File: src/rtl/irc_pkg.sv
package irc_pkg;

    typedef enum logic [1:0] {
        TERM_DONE  = 2'b00,
        TERM_RETRY = 2'b01,
        TERM_DISC  = 2'b10,
        TERM_ABORT = 2'b11
    } term_e;

    typedef enum logic [1:0] {
        RSP_OK    = 2'b00,
        RSP_RETRY = 2'b01,
        RSP_BERR  = 2'b10
    } rsp_e;

    typedef enum logic [2:0] {
        ST_IDLE,
        ST_ISSUE,
        ST_WAIT,
        ST_GAP,
        ST_RESP
    } state_e;

endpackage

File: src/rtl/irc_cfg_regs.sv
module irc_cfg_regs #(
    parameter int LIMIT_W   = 4,
    parameter int DEF_LIMIT = 8
) (
    input  logic               clk,
    input  logic               rst_n,
    input  logic               we,
    input  logic               auto_in,
    input  logic               proto_in,
    input  logic [LIMIT_W-1:0] limit_in,
    output logic               auto_en,
    output logic               proto_en,
    output logic [LIMIT_W-1:0] limit
);

    localparam logic [LIMIT_W-1:0] RST_LIMIT = LIMIT_W'(DEF_LIMIT);

    always_ff @(posedge clk or negedge rst_n) begin
        if (!rst_n) begin
            auto_en  <= 1'b1;
            proto_en <= 1'b0;
            limit    <= RST_LIMIT;
        end else if (we) begin
            auto_en  <= auto_in;
            proto_en <= proto_in;
            limit    <= limit_in;
        end
    end

endmodule

File: src/rtl/irc_reissue_cnt.sv
module irc_reissue_cnt #(
    parameter int LIMIT_W = 4
) (
    input  logic               clk,
    input  logic               rst_n,
    input  logic               clr,
    input  logic               inc,
    input  logic [LIMIT_W-1:0] limit,
    output logic [LIMIT_W-1:0] count,
    output logic               cap_hit
);

    always_ff @(posedge clk or negedge rst_n) begin
        if (!rst_n) begin
            count <= '0;
        end else if (clr) begin
            count <= '0;
        end else if (inc && !cap_hit) begin
            count <= count + 1'b1;
        end
    end

    // A cap lowered mid-cycle still stops reissue at once
    assign cap_hit = (count >= limit);

endmodule

File: src/rtl/irc_term_map.sv
module irc_term_map
    import irc_pkg::*;
(
    input  term_e term,
    input  logic  auto_en,
    input  logic  proto_en,
    input  logic  cap_hit,
    output logic  reissue,
    output rsp_e  rsp
);

    always_comb begin
        reissue = 1'b0;
        rsp     = RSP_OK;
        unique case (term)
            TERM_DONE,
            TERM_DISC:  rsp = RSP_OK;
            TERM_ABORT: rsp = RSP_BERR;
            TERM_RETRY: begin
                if (!auto_en) begin
                    rsp = RSP_RETRY;
                end else if (cap_hit) begin
                    rsp = proto_en ? RSP_RETRY : RSP_BERR;
                end else begin
                    reissue = 1'b1;
                end
            end
            default:    rsp = RSP_BERR;
        endcase
    end

endmodule

File: src/rtl/inbound_retry_ctrl.sv
module inbound_retry_ctrl
    import irc_pkg::*;
#(
    parameter int ADDR_W    = 32,
    parameter int DATA_W    = 32,
    parameter int CMD_W     = 4,
    parameter int LIMIT_W   = 4,
    parameter int DEF_LIMIT = 8
) (
    input  logic               clk,
    input  logic               rst_n,
    input  logic               cfg_we,
    input  logic               cfg_auto_retry,
    input  logic               cfg_retry_proto,
    input  logic [LIMIT_W-1:0] cfg_limit,
    input  logic               up_req_valid,
    output logic               up_req_ready,
    input  logic [ADDR_W-1:0]  up_addr,
    input  logic [DATA_W-1:0]  up_wdata,
    input  logic [CMD_W-1:0]   up_cmd,
    output logic               up_rsp_valid,
    input  logic               up_rsp_ready,
    output logic [1:0]         up_rsp,
    output logic               loc_req_valid,
    output logic [ADDR_W-1:0]  loc_addr,
    output logic [DATA_W-1:0]  loc_wdata,
    output logic [CMD_W-1:0]   loc_cmd,
    input  logic               loc_term_valid,
    input  logic [1:0]         loc_term
);

    state_e             state_q;
    state_e             state_d;
    logic               auto_en;
    logic               proto_en;
    logic [LIMIT_W-1:0] limit;
    logic [LIMIT_W-1:0] count;
    logic               cap_hit;
    logic               reissue;
    rsp_e               map_rsp;
    rsp_e               rsp_q;
    logic               accept;
    logic               term_seen;

    irc_cfg_regs #(
        .LIMIT_W   (LIMIT_W),
        .DEF_LIMIT (DEF_LIMIT)
    ) u_cfg (
        .clk      (clk),
        .rst_n    (rst_n),
        .we       (cfg_we),
        .auto_in  (cfg_auto_retry),
        .proto_in (cfg_retry_proto),
        .limit_in (cfg_limit),
        .auto_en  (auto_en),
        .proto_en (proto_en),
        .limit    (limit)
    );

    irc_reissue_cnt #(
        .LIMIT_W (LIMIT_W)
    ) u_cnt (
        .clk     (clk),
        .rst_n   (rst_n),
        .clr     (accept),
        .inc     (term_seen && reissue),
        .limit   (limit),
        .count   (count),
        .cap_hit (cap_hit)
    );

    irc_term_map u_map (
        .term     (term_e'(loc_term)),
        .auto_en  (auto_en),
        .proto_en (proto_en),
        .cap_hit  (cap_hit),
        .reissue  (reissue),
        .rsp      (map_rsp)
    );

    assign accept    = (state_q == ST_IDLE) && up_req_valid;
    assign term_seen = (state_q == ST_WAIT) && loc_term_valid;

    // State register
    always_ff @(posedge clk or negedge rst_n) begin
        if (!rst_n) begin
            state_q <= ST_IDLE;
        end else begin
            state_q <= state_d;
        end
    end

    // Next-state logic
    always_comb begin
        state_d = state_q;
        unique case (state_q)
            ST_IDLE:  if (up_req_valid)   state_d = ST_ISSUE;
            ST_ISSUE:                     state_d = ST_WAIT;
            ST_WAIT:  if (loc_term_valid) state_d = reissue ? ST_GAP : ST_RESP;
            ST_GAP:                       state_d = ST_ISSUE;
            ST_RESP:  if (up_rsp_ready)   state_d = ST_IDLE;
            default:                      state_d = ST_IDLE;
        endcase
    end

    // Cycle hold and response capture
    always_ff @(posedge clk or negedge rst_n) begin
        if (!rst_n) begin
            loc_addr  <= '0;
            loc_wdata <= '0;
            loc_cmd   <= '0;
            rsp_q     <= RSP_OK;
        end else begin
            if (accept) begin
                loc_addr  <= up_addr;
                loc_wdata <= up_wdata;
                loc_cmd   <= up_cmd;
            end
            if (term_seen && !reissue) begin
                rsp_q <= map_rsp;
            end
        end
    end

    // Outputs
    always_comb begin
        up_req_ready  = (state_q == ST_IDLE);
        loc_req_valid = (state_q == ST_ISSUE);
        up_rsp_valid  = (state_q == ST_RESP);
        up_rsp        = rsp_q;
    end

endmodule

File: config.mk
export PLATFORM = sky130hd
export DESIGN_NAME = inbound_retry_ctrl
export DESIGN_NICKNAME = d
export VERILOG_FILES = /design/src/rtl/irc_pkg.sv /design/src/rtl/irc_cfg_regs.sv /design/src/rtl/irc_reissue_cnt.sv /design/src/rtl/irc_term_map.sv /design/src/rtl/inbound_retry_ctrl.sv
export SDC_FILE = /design/constraint.sdc
export NUM_CORES = 1
export LEC_CHECK = 0
export BUFFER_PORTS_ARGS = -buffer_cell sky130_fd_sc_hd__buf_2
export CAP_MARGIN = 20
export CORE_UTILIZATION = 40
export CTS_BUF_LIST = sky130_fd_sc_hd__clkbuf_16
export DETAILED_ROUTE_END_ITERATION = 8
export PLACE_DENSITY = 0.68
export SETUP_SLACK_MARGIN = 0.3
export SLEW_MARGIN = 20
export SYNTH_ARGS = -nofsm -noshare
export SYNTH_HDL_FRONTEND = slang
export SYNTH_SLANG_ARGS = --single-unit
File: constraint.sdc
create_clock -name clk -period 3.4 [get_ports clk]
set_clock_uncertainty 0.1 [all_clocks]
set_input_delay 0.17 -clock clk [delete_from_list [all_inputs] [get_ports clk]]
set_output_delay 0.17 -clock clk [all_outputs]
set_load 0.05 [all_outputs]
==> impl_metrics.csv, run 1 <==
group,metric,value,unit
timing,fin_crit,2.17,ns
worst_hold_path,holdPathEnd,"u_cfg.limit[3]",
placement,hpwlAfterDp,5120,µm
synthesis,postSynthCellCount,370,
timing,max_slew_margin,0.502,
floorplan,start_util,0.412,
floorplan,die_area,8790,µm²
worst_setup_path,cp.required,3.51,ns
grt,grt_pass1_wl,13900,µm
synthesis,synth_edf_count,0,
placement,port_buffers,154,
power,power_density,1020,nW/µm²
synthesis,async_flop_share,1.00,
worst_hold_path,hp-class,"in -> reg",
synthesis,yosysSeqAreaShare,0.618,
grt,grt_pass1_vias,3048,
clock_tree,ctsResizeCount,0,
synthesis,ys_types,36,
synthesis,synthFlopType,"dfrtp_1",
power,p_leak,2.94,nW
floorplan,die_w,93.7,µm
clock_tree,clockBufferDepth,2,
clock_tree,cts_tree,"built",
floorplan,coreArea,8180,µm²
worst_setup_path,cp-start-kind,"flop",
worst_hold_path,whs_path_depth,2,
power,seq_power_share,0.300,
placement,pre_cts_slack,1.26,ns
synthesis,synth.cell_area,3370,µm²
detailed_routing,wirelength,8720,µm
synthesis,synth_area_leader_cell,"dfrtp_1",
timing,fmax,461,MHz
timing,finalHoldViolCount,0,
synthesis,synth_nets,457,
placement,place_congestion,0.748,
worst_setup_path,worstPathCellList,"inv_1 > ha_1 > o211ai_1 > o21ai_1 > o31ai_1 > a211o_1",
detailed_routing,drt_iter0_drc,110,
power,vdd_drop_max,0.565,mV
floorplan,die_y,93.7,µm
timing,setup_viol,0,
detailed_routing,drt-wirelength-per-cell,12.4,µm
timing,finalCritPeriodShare,0.638,
grt,grt_max_degree,84,
layout,drive_above_1_share,0.303,
layout,syn2layout_area_growth,57.7,%
worst_setup_path,slowest_delay,0.51,ns
floorplan,row_count,33,
layout,multi_input_area,1190,µm²
layout,nFillCells,672,
timing,worstMarginPinSlew,0.747,ns
flow_run,cap_violations,0,
clock_tree,path_clk_slew,0.06,ns
power,pwr-share-comb,0.516,
timing,rsz0062_at_grt,"no",
synthesis,yosysMostFrequentCell,"nand2_1",
worst_setup_path,cp_slowest_cell,"dfstp_2",
clock_tree,cts_buffers,9,
power,power_frac_clock,0.184,
layout,nets,685,
power,netSwitchingPower,2.75,mW
clock_tree,cts_hold_buf,77,
worst_setup_path,regToRegSetupSlack,1.23,ns
worst_setup_path,crit_path_end_kind,"flop",
outcome,outcome,"completed",
detailed_routing,firstDrtPassIters,4,
power,p_sw_frac,0.507,
timing,worst_slack,1.23,ns
synthesis,avgSynthCellArea,9.10,µm²
synthesis,ys_ff_latch,83,
detailed_routing,vias,3272,
clock_tree,root_buffer,"clkbuf_16",
worst_setup_path,worst-setup-path-type,"reg -> reg",
grt,grt_use_total,0.204,
synthesis,yosys-top-cells-count,"213 x nand2_1, 81 x dfrtp_1, 9 x buf_2, 8 x o21ai_0, 7 x inv_1",
clock_tree,post_cts_buffers,0,
layout,final_cells,706,
clock_tree,clk_latency,0.32,ns
worst_setup_path,r2r_cells,6,
timing,setup_tns,0,ns
worst_setup_path,crit_arrival,2.28,ns
grt,antenna_found_initial,0,
floorplan,ios,155,
power,intPower,2.67,mW
worst_hold_path,min-delay-start,"cfg_we",
timing,drv_slew,0,
worst_setup_path,r2r-end,"up_rsp[1]",
layout,seqCellArea,2080,µm²
placement,place_inst,615,
grt,grt_overflow,0,
detailed_routing,remaining_drc_errors,0,
detailed_routing,via_per_inst,4.63,
worst_setup_path,cp_max_fo,9,
synthesis,yosys-top-cells-area,"dfrtp_1 60%, nand2_1 24%, ha_1 1.9%",
clock_tree,clock_sinks,83,
synthesis,yosysWarnings,0,
layout,antennaDiodeCount,0,
detailed_routing,final_antenna_net_count,0,
synthesis,synth_top_area_frac,0.602,
clock_tree,htreeDepth,3,
worst_setup_path,r2r_start,"u_cfg.limit[3]",
worst max-delay path, delay by kind of cell (launching register included):
kind | cells | cell delay (ns)
flops | 1 | 0.51
buf+inv | 1 | 0.04
compound gates | 4 | 1.12
fa+ha+maj | 1 | 0.28
final cells by class:
type,instances,area share
clock buffers,9,0.0424
clock inverters,5,0.0151
inverters,7,0.00495
multi-input cells,264,0.225
flip-flops and latches,83,0.392
well taps,105,0.0247
repair buffers,233,0.297
registers in the layout, summed over array words and instances (netlist names):
register and count:
loc_wdata 32, loc_addr 32, u_cfg.proto_en 1, loc_cmd 4, u_cfg.limit 4, up_rsp 2, u_cfg.auto_en 1, u_cnt.count 4
state_q 3
per-layer routing:
metal  share of wire  global-route usage  wire length [µm]  vias up
met5               0                   0                 0        -
met4           0.023              0.0949               204        0
met3           0.057              0.0396               498       18
met2            0.48               0.347              4200      111
met1            0.44               0.249              3830     1533
li1                -                   -                 -     1610
metrics by stage:
stage / hold slack [ns] / area (µm²) / total power [mW] / util
2_1_floorplan: -0.226 / 3370 / 3.70 / -
5_1_grt: 0.0553 / 5310 / 5.72 / 0.650
3_3_place_gp: 0.258 / 4230 / 4.31 / 0.518
6_report: 0.0281 / 5310 / 5.42 / 0.650
4_1_cts: 0.0146 / 5310 / 5.45 / 0.649
3_5_place_dp: 0.263 / 4230 / 4.36 / 0.518
worst max path at each step:
stage / cells past startpoint / end / slack, ns / startpoint
after floorplan: 6 / loc_addr[27] / 0.74 / state_q[1]
after global placement: 6 / u_cnt.count[3] / 1.30 / u_cfg.limit[3]
after detailed placement: 6 / up_rsp[1] / 1.26 / u_cfg.limit[3]
after CTS: 6 / u_cnt.count[3] / 1.22 / u_cfg.limit[3]
after global routing: 5 / loc_wdata[2] / 1.09 / state_q[0]
final: 6 / up_rsp[1] / 1.23 / u_cfg.limit[3]
power by group through the flow:
stage	clock (mW)	combinational, mW	sequential [mW]
floorplan	0	0.683	3.02
global placement	0	2.70	1.62
detailed placement	0	2.73	1.63
CTS	1.03	2.80	1.62
global route	1.06	2.98	1.68
finish	0.997	2.80	1.62
kinds of logic (layout without fill, tap and decap cells):
kind of cell / after synthesis / in the layout / share of synthesized area
AOI/OAI and AO/OA: 23 / 23 / 0.0416
xor gates and xnor gates: 1 / 1 / 0.00260
adders and majority gates: 5 / 5 / 0.0186
buffers and inverters: 23 / 254 / 0.0290
DFF: 83 / 83 / 0.618
muxes: 4 / 4 / 0.0130
and+or+nand+nor: 231 / 231 / 0.278
cell usage in the layout, fill, tap and decap left out, types with 2 or more instances in the layout:
master and n:
nand2_1 212, buf_2 153, dfrtp_1 81, dlygate4sd3_1 77
clkbuf_16 9, o21ai_0 8, inv_1 7, a21oi_1 5
ha_1 5, mux2_2 3, o31ai_1 3, nor3_1 2
nor2_1 2, nand4_1 2, clkinvlp_4 2, bufinv_16 2
dfstp_2 2
No activity file was read; power rests on OpenSTA's default activity.
==> inputs of run 2 (changes only) <==
--- a/config.mk
+++ b/config.mk
@@ -10,7 +10,7 @@
 export CORE_UTILIZATION = 40
 export CTS_BUF_LIST = sky130_fd_sc_hd__clkbuf_16
 export DETAILED_ROUTE_END_ITERATION = 8
-export PLACE_DENSITY = 0.68
+export PLACE_DENSITY = 0.71
 export SETUP_SLACK_MARGIN = 0.3
 export SLEW_MARGIN = 20
 export SYNTH_ARGS = -nofsm -noshare
==> constraint.sdc (replaced) <==
create_clock -name clk -period 1.85 [get_ports clk]
set_clock_uncertainty 0.1 [all_clocks]
set_input_delay 0.0925 -clock clk [delete_from_list [all_inputs] [get_ports clk]]
set_output_delay 0.0925 -clock clk [all_outputs]
set_load 0.05 [all_outputs]
==> impl_metrics.csv, run 2 (synthesized netlist as in run 1, its figures left out) <==
group,metric,value,unit
detailed_routing,drt-wirelength-per-cell,17.8,µm
worst_setup_path,r2r-end,"up_rsp[1]",
layout,nets,732,
floorplan,die_area,8790,µm²
detailed_routing,vias,3734,
clock_tree,clk_latency,0.32,ns
clock_tree,htreeDepth,3,
detailed_routing,firstDrtPassIters,4,
clock_tree,clockBufferDepth,2,
timing,rsz0062_at_grt,"yes",
grt,grt_pass1_vias,3379,
detailed_routing,wirelength,13500,µm
layout,syn2layout_area_growth,94.8,%
timing,drv_slew,0,
floorplan,die_y,93.7,µm
floorplan,die_w,93.7,µm
clock_tree,cts_tree,"built",
floorplan,ios,155,
worst_hold_path,whs_path_depth,5,
power,power_density,1850,nW/µm²
worst_setup_path,cp.required,1.96,ns
worst_setup_path,cp-start-kind,"flop",
timing,finalCritPeriodShare,1.05,
grt,grt_pass1_wl,15100,µm
placement,placed_area,4370,µm²
layout,final_core_util,0.802,
grt,grt_use_total,0.224,
layout,seqCellArea,2080,µm²
worst_setup_path,worst-setup-path-type,"reg -> reg",
timing,max_slew_margin,0.755,
worst_setup_path,crit_path_end_kind,"flop",
placement,hpwlAfterDp,5380,µm
grt,grt_max_degree,69,
floorplan,coreArea,8180,µm²
timing,worst_slack,-0.0938,ns
clock_tree,clock_sinks,83,
worst_setup_path,r2r_start,"u_cfg.limit[3]",
grt,grt_overflow,0,
layout,top_regs,"loc_addr (32), loc_wdata (32)",
detailed_routing,via_per_inst,4.94,
worst_hold_path,min-delay-start,"loc_term[0]",
layout,final_area,6560,µm²
power,vdd_drop_max,1.19,mV
timing,finalHoldViolCount,0,
outcome,outcome,"complete, but fails checks",
placement,place_congestion,0.729,
layout,final_common_cell,"buf_2",
grt,antenna_found_initial,0,
floorplan,start_util,0.412,
timing,setup_viol,6,
layout,multi_input_area,1730,µm²
timing,fmax,514,MHz
layout,final_cell_mix,"150 x buf_2, 114 x nand2_1, 83 x dlygate4sd3_1, 80 x dfrtp_1, 71 x nand2_2",
layout,drive_above_1_share,0.518,
detailed_routing,drt_iter0_drc,161,
floorplan,row_count,33,
clock_tree,cts_buffers,9,
outcome,violations,"setup timing",
detailed_routing,remaining_drc_errors,0,
placement,port_buffers,154,
layout,nFillCells,491,
timing,worstMarginPinSlew,0.365,ns
power,p_leak,3.49,nW
clock_tree,path_clk_slew,0.06,ns
worst_hold_path,holdPathEnd,"up_rsp[0]",
clock_tree,root_buffer,"clkbuf_16",
timing,fin_crit,1.94,ns
detailed_routing,final_antenna_net_count,0,
flow_run,cap_violations,0,
worst_hold_path,hp-class,"in -> reg",
worst_setup_path,r2r_cells,6,
worst_setup_path,crit_arrival,2.05,ns
worst_setup_path,cp_max_fo,7,
worst_setup_path,regToRegSetupSlack,-0.09,ns
[run 2: critical path: stages, from the launching register on]
cell      delay (ns)
dfstp_2         0.53
inv_2           0.04
ha_4            0.28
o211ai_1        0.16
o21ai_4         0.27
o31ai_1         0.16
a211o_1         0.28
[run 2: power by group]
part           internal, mW  switching, mW  total, mW
Combinational          2.30           4.87       7.17
Sequential             2.59          0.547       3.14
Clock                  1.17          0.686       1.85
[run 2: worst max path at each step]
stage | start | slack, ns | endpoint
finish | u_cfg.limit[3] | -0.09 | up_rsp[1]
global route | u_cfg.limit[3] | -0.14 | up_rsp[1]
CTS | u_cfg.limit[0] | -0.04 | u_cnt.count[2]
detailed placement | u_cfg.limit[3] | -0.06 | up_rsp[1]
global placement | u_cfg.limit[3] | -0.02 | up_rsp[1]
floorplan | u_cnt.count[1] | 0.05 | u_cnt.count[2]
[run 2: per-stage QoR]
| step | worst slack (ns) | total power [mW] | hold slack [ns] | cells | TNS (ns) |
|---|---|---|---|---|---|
| 2_1_floorplan | 0.0515 | 6.95 | -0.303 | 370 | 0 |
| 3_3_place_gp | -0.0207 | 8.04 | -0.0898 | 623 | -0.0207 |
| 3_5_place_dp | -0.0643 | 8.15 | -0.0883 | 623 | -0.143 |
| 4_1_cts | -0.0410 | 10.2 | 0.0218 | 724 | -0.0804 |
| 5_1_grt | -0.137 | 12.7 | 0.0693 | 755 | -0.636 |
| 6_report | -0.0938 | 12.2 | 0.0317 | 756 | -0.345 |
[run 2: repair_timing]
item / 4_1_cts / 5_1_grt
buffers inserted: 2 / 5
gates resized for setup: 6 / 154
hold buffers: 83 / 0
endpoints found under the setup margin: 12 / 79
cloned: 0 / 26
endpoints found under the hold margin: 161 / 0
pin swaps: 4 / 78
[run 2: per-layer routing]
metal | vias to the layer above | track usage | wire [µm]
met3 | 29 | 0.0502 | 819
li1 | 1726 | - | -
met4 | 0 | 0.112 | 342
met5 | - | 0 | 0
met2 | 170 | 0.394 | 7050
met1 | 1809 | 0.255 | 5270
[run 2: area by class of cell]
class	instances	area share
Timing Repair Buffer	277	0.347
Antenna cell	1	0.000382
Clock buffer	9	0.0343
Tap cell	105	0.0200
Inverter	7	0.00401
Clock inverter	7	0.0128
Multi-Input combinational cell	267	0.264
Sequential cell	83	0.317
==> inputs of run 3 (changes only) <==
--- a/config.mk
+++ b/config.mk
@@ -8,9 +8,9 @@
 export BUFFER_PORTS_ARGS = -buffer_cell sky130_fd_sc_hd__buf_2
 export CAP_MARGIN = 20
 export CORE_UTILIZATION = 40
-export CTS_BUF_LIST = sky130_fd_sc_hd__clkbuf_16
+export CTS_BUF_LIST = sky130_fd_sc_hd__clkbuf_8
 export DETAILED_ROUTE_END_ITERATION = 8
-export PLACE_DENSITY = 0.71
+export PLACE_DENSITY = 0.68
 export SETUP_SLACK_MARGIN = 0.3
 export SLEW_MARGIN = 20
 export SYNTH_ARGS = -nofsm -noshare
==> constraint.sdc (replaced) <==
create_clock -name clk -period 2.3 [get_ports clk]
set_clock_uncertainty 0.1 [all_clocks]
set_input_delay 0.115 -clock clk [delete_from_list [all_inputs] [get_ports clk]]
set_output_delay 0.115 -clock clk [all_outputs]
set_load 0.05 [all_outputs]
==> impl_metrics.csv, run 3 (synthesized netlist as in run 1, its figures left out) <==
group,metric,value,unit
grt,grt_overflow,0,
detailed_routing,wirelength,9460,µm
clock_tree,clock_sinks,83,
placement,hpwlAfterDp,5490,µm
placement,port_buffers,154,
timing,rsz0062_at_grt,"yes",
floorplan,die_w,93.7,µm
worst_setup_path,cp_max_fo,5,
worst_setup_path,worstPathCellList,"ha_1 > o211ai_1 > o21ai_4 > or4_4 > a21oi_2",
grt,grt_pass1_wl,15400,µm
layout,nets,701,
worst_setup_path,cp-start-kind,"flop",
worst_setup_path,cp_slowest_cell,"or4_4",
clock_tree,clk_latency,0.34,ns
detailed_routing,firstDrtPassIters,4,
power,power_density,1420,nW/µm²
power,p_total,7.63,mW
worst_setup_path,slowest_delay,0.52,ns
worst_setup_path,crit_path_end_kind,"flop",
detailed_routing,remaining_drc_errors,0,
detailed_routing,drt-wirelength-per-cell,13.1,µm
timing,finalCritPeriodShare,0.851,
timing,worst_slack,0.343,ns
detailed_routing,via_per_inst,4.59,
timing,fin_crit,1.96,ns
layout,antennaDiodeCount,0,
floorplan,start_util,0.412,
grt,grt_pass1_vias,3293,
clock_tree,root_buffer,"clkbuf_8",
floorplan,coreArea,8180,µm²
placement,pre_cts_slack,0.181,ns
clock_tree,htreeDepth,3,
timing,fmax,511,MHz
worst_setup_path,worst-setup-path-type,"reg -> reg",
layout,final_cells,723,
floorplan,die_y,93.7,µm
timing,finalHoldViolCount,0,
power,p_leak,2.97,nW
clock_tree,cts_buffers,9,
clock_tree,cts_tree,"built",
layout,final_core_util,0.658,
layout,final_area,5380,µm²
clock_tree,clockBufferDepth,2,
detailed_routing,vias,3316,
layout,drive_above_1_share,0.320,
worst_setup_path,critPathTopFamily,"compound AO/OA/AOI/OAI gates",
outcome,outcome,"completed",
timing,worstMarginPinSlew,0.529,ns
detailed_routing,drt_iter0_drc,79,
placement,place_inst,618,
worst_setup_path,regToRegSetupSlack,0.34,ns
worst_hold_path,hp-class,"in -> reg",
timing,setup_tns,0,ns
flow_run,cap_violations,0,
layout,final_cell_mix,"212 x nand2_1, 153 x buf_2, 83 x dlygate4sd3_1, 81 x dfrtp_1, 11 x buf_4",
worst_setup_path,cp.required,2.46,ns
timing,drv_slew,0,
worst_setup_path,critPathBufInv,0,
layout,syn2layout_area_growth,59.8,%
power,vdd_drop_max,0.903,mV
grt,grt_use_total,0.228,
clock_tree,path_clk_slew,0.08,ns
floorplan,row_count,33,
placement,placed_area,4270,µm²
worst_setup_path,crit_arrival,2.12,ns
timing,max_slew_margin,0.647,
layout,top_regs,"loc_addr (32), loc_wdata (32)",
floorplan,ios,155,
detailed_routing,final_antenna_net_count,0,
floorplan,die_area,8790,µm²
grt,grt_max_degree,50,
placement,place_congestion,0.775,
timing,setup_viol,0,
timing,timing.hold.ws,0.0410,ns
layout,final_common_cell,"nand2_1",
grt,antenna_found_initial,0,
==> run 3: cell types whose count changed in the layout (fill, tap and decap cells not counted), moves of 6 or more <==
| cell | before | now |
|---|---|---|
| nand2_1 | 114 | 212 |
| nand2_2 | 71 | 1 |
| nand2_4 | 28 | 1 |
| clkbuf_16 | 22 | 0 |
| clkbuf_8 | 0 | 9 |
| buf_6 | 8 | 1 |
| buf_8 | 6 | 0 |
==> run 3: report_power, final <==
part | switching [mW] | total (mW) | leakage (nW) | internal [mW]
Combinational | 3.24 | 4.22 | 1.84 | 0.979
Sequential | 0.347 | 2.42 | 1.03 | 2.08
Clock | 0.500 | 0.988 | 0.0923 | 0.488
Total | 4.08 | 7.63 | 2.97 | 3.54
==> run 3: final cells by class <==
class / instances / area, µm²
Sequential cell: 83 / 2080
Tap cell: 105 / 131
Timing Repair Buffer: 249 / 1710
Clock inverter: 6 / 58.8
Clock buffer: 9 / 124
Fill cell: 657 / 2790
Multi-Input combinational cell: 264 / 1250
Inverter: 7 / 26.3
==> run 3: per-layer routing <==
| layer | global-route usage | wire length [µm] |
|---|---|---|
| met3 | 0.0518 | 488 |
| met2 | 0.405 | 4780 |
| met4 | 0.0705 | 158 |
| met5 | 0 | 0 |
| met1 | 0.272 | 4040 |
==> run 3: path summary, 6_finish.rpt <==
path / from / endpoint / cells past startpoint
worst max-delay path: u_cnt.count[1] / u_cnt.count[3] / 5
max in group asynchronous: rst_n / u_cfg.limit[3] / 3
worst min register to register: loc_wdata[29] / loc_wdata[29] / 2
worst min-delay path: loc_term[0] / up_rsp[0] / 5
min in group asynchronous: rst_n / u_cfg.proto_en / 2
worst max register to register: u_cnt.count[1] / u_cnt.count[3] / 5
==> run 3: worst reg2reg max path, cell delays in order, from the launching register on <==
cell,delay [ns]
dfrtp_1,0.41
ha_1,0.29
o211ai_1,0.31
o21ai_4,0.10
or4_4,0.52
a21oi_2,0.14
==> run 3: what timing repair did <==
action                                  in CTS  in global routing
hold buffers                                83                  0
pin swaps                                    1                  4
hold endpoints to repair                   112                  0
endpoints found under the setup margin       2                  8
buffers inserted                             4                  3
gates resized for setup                      3                  5
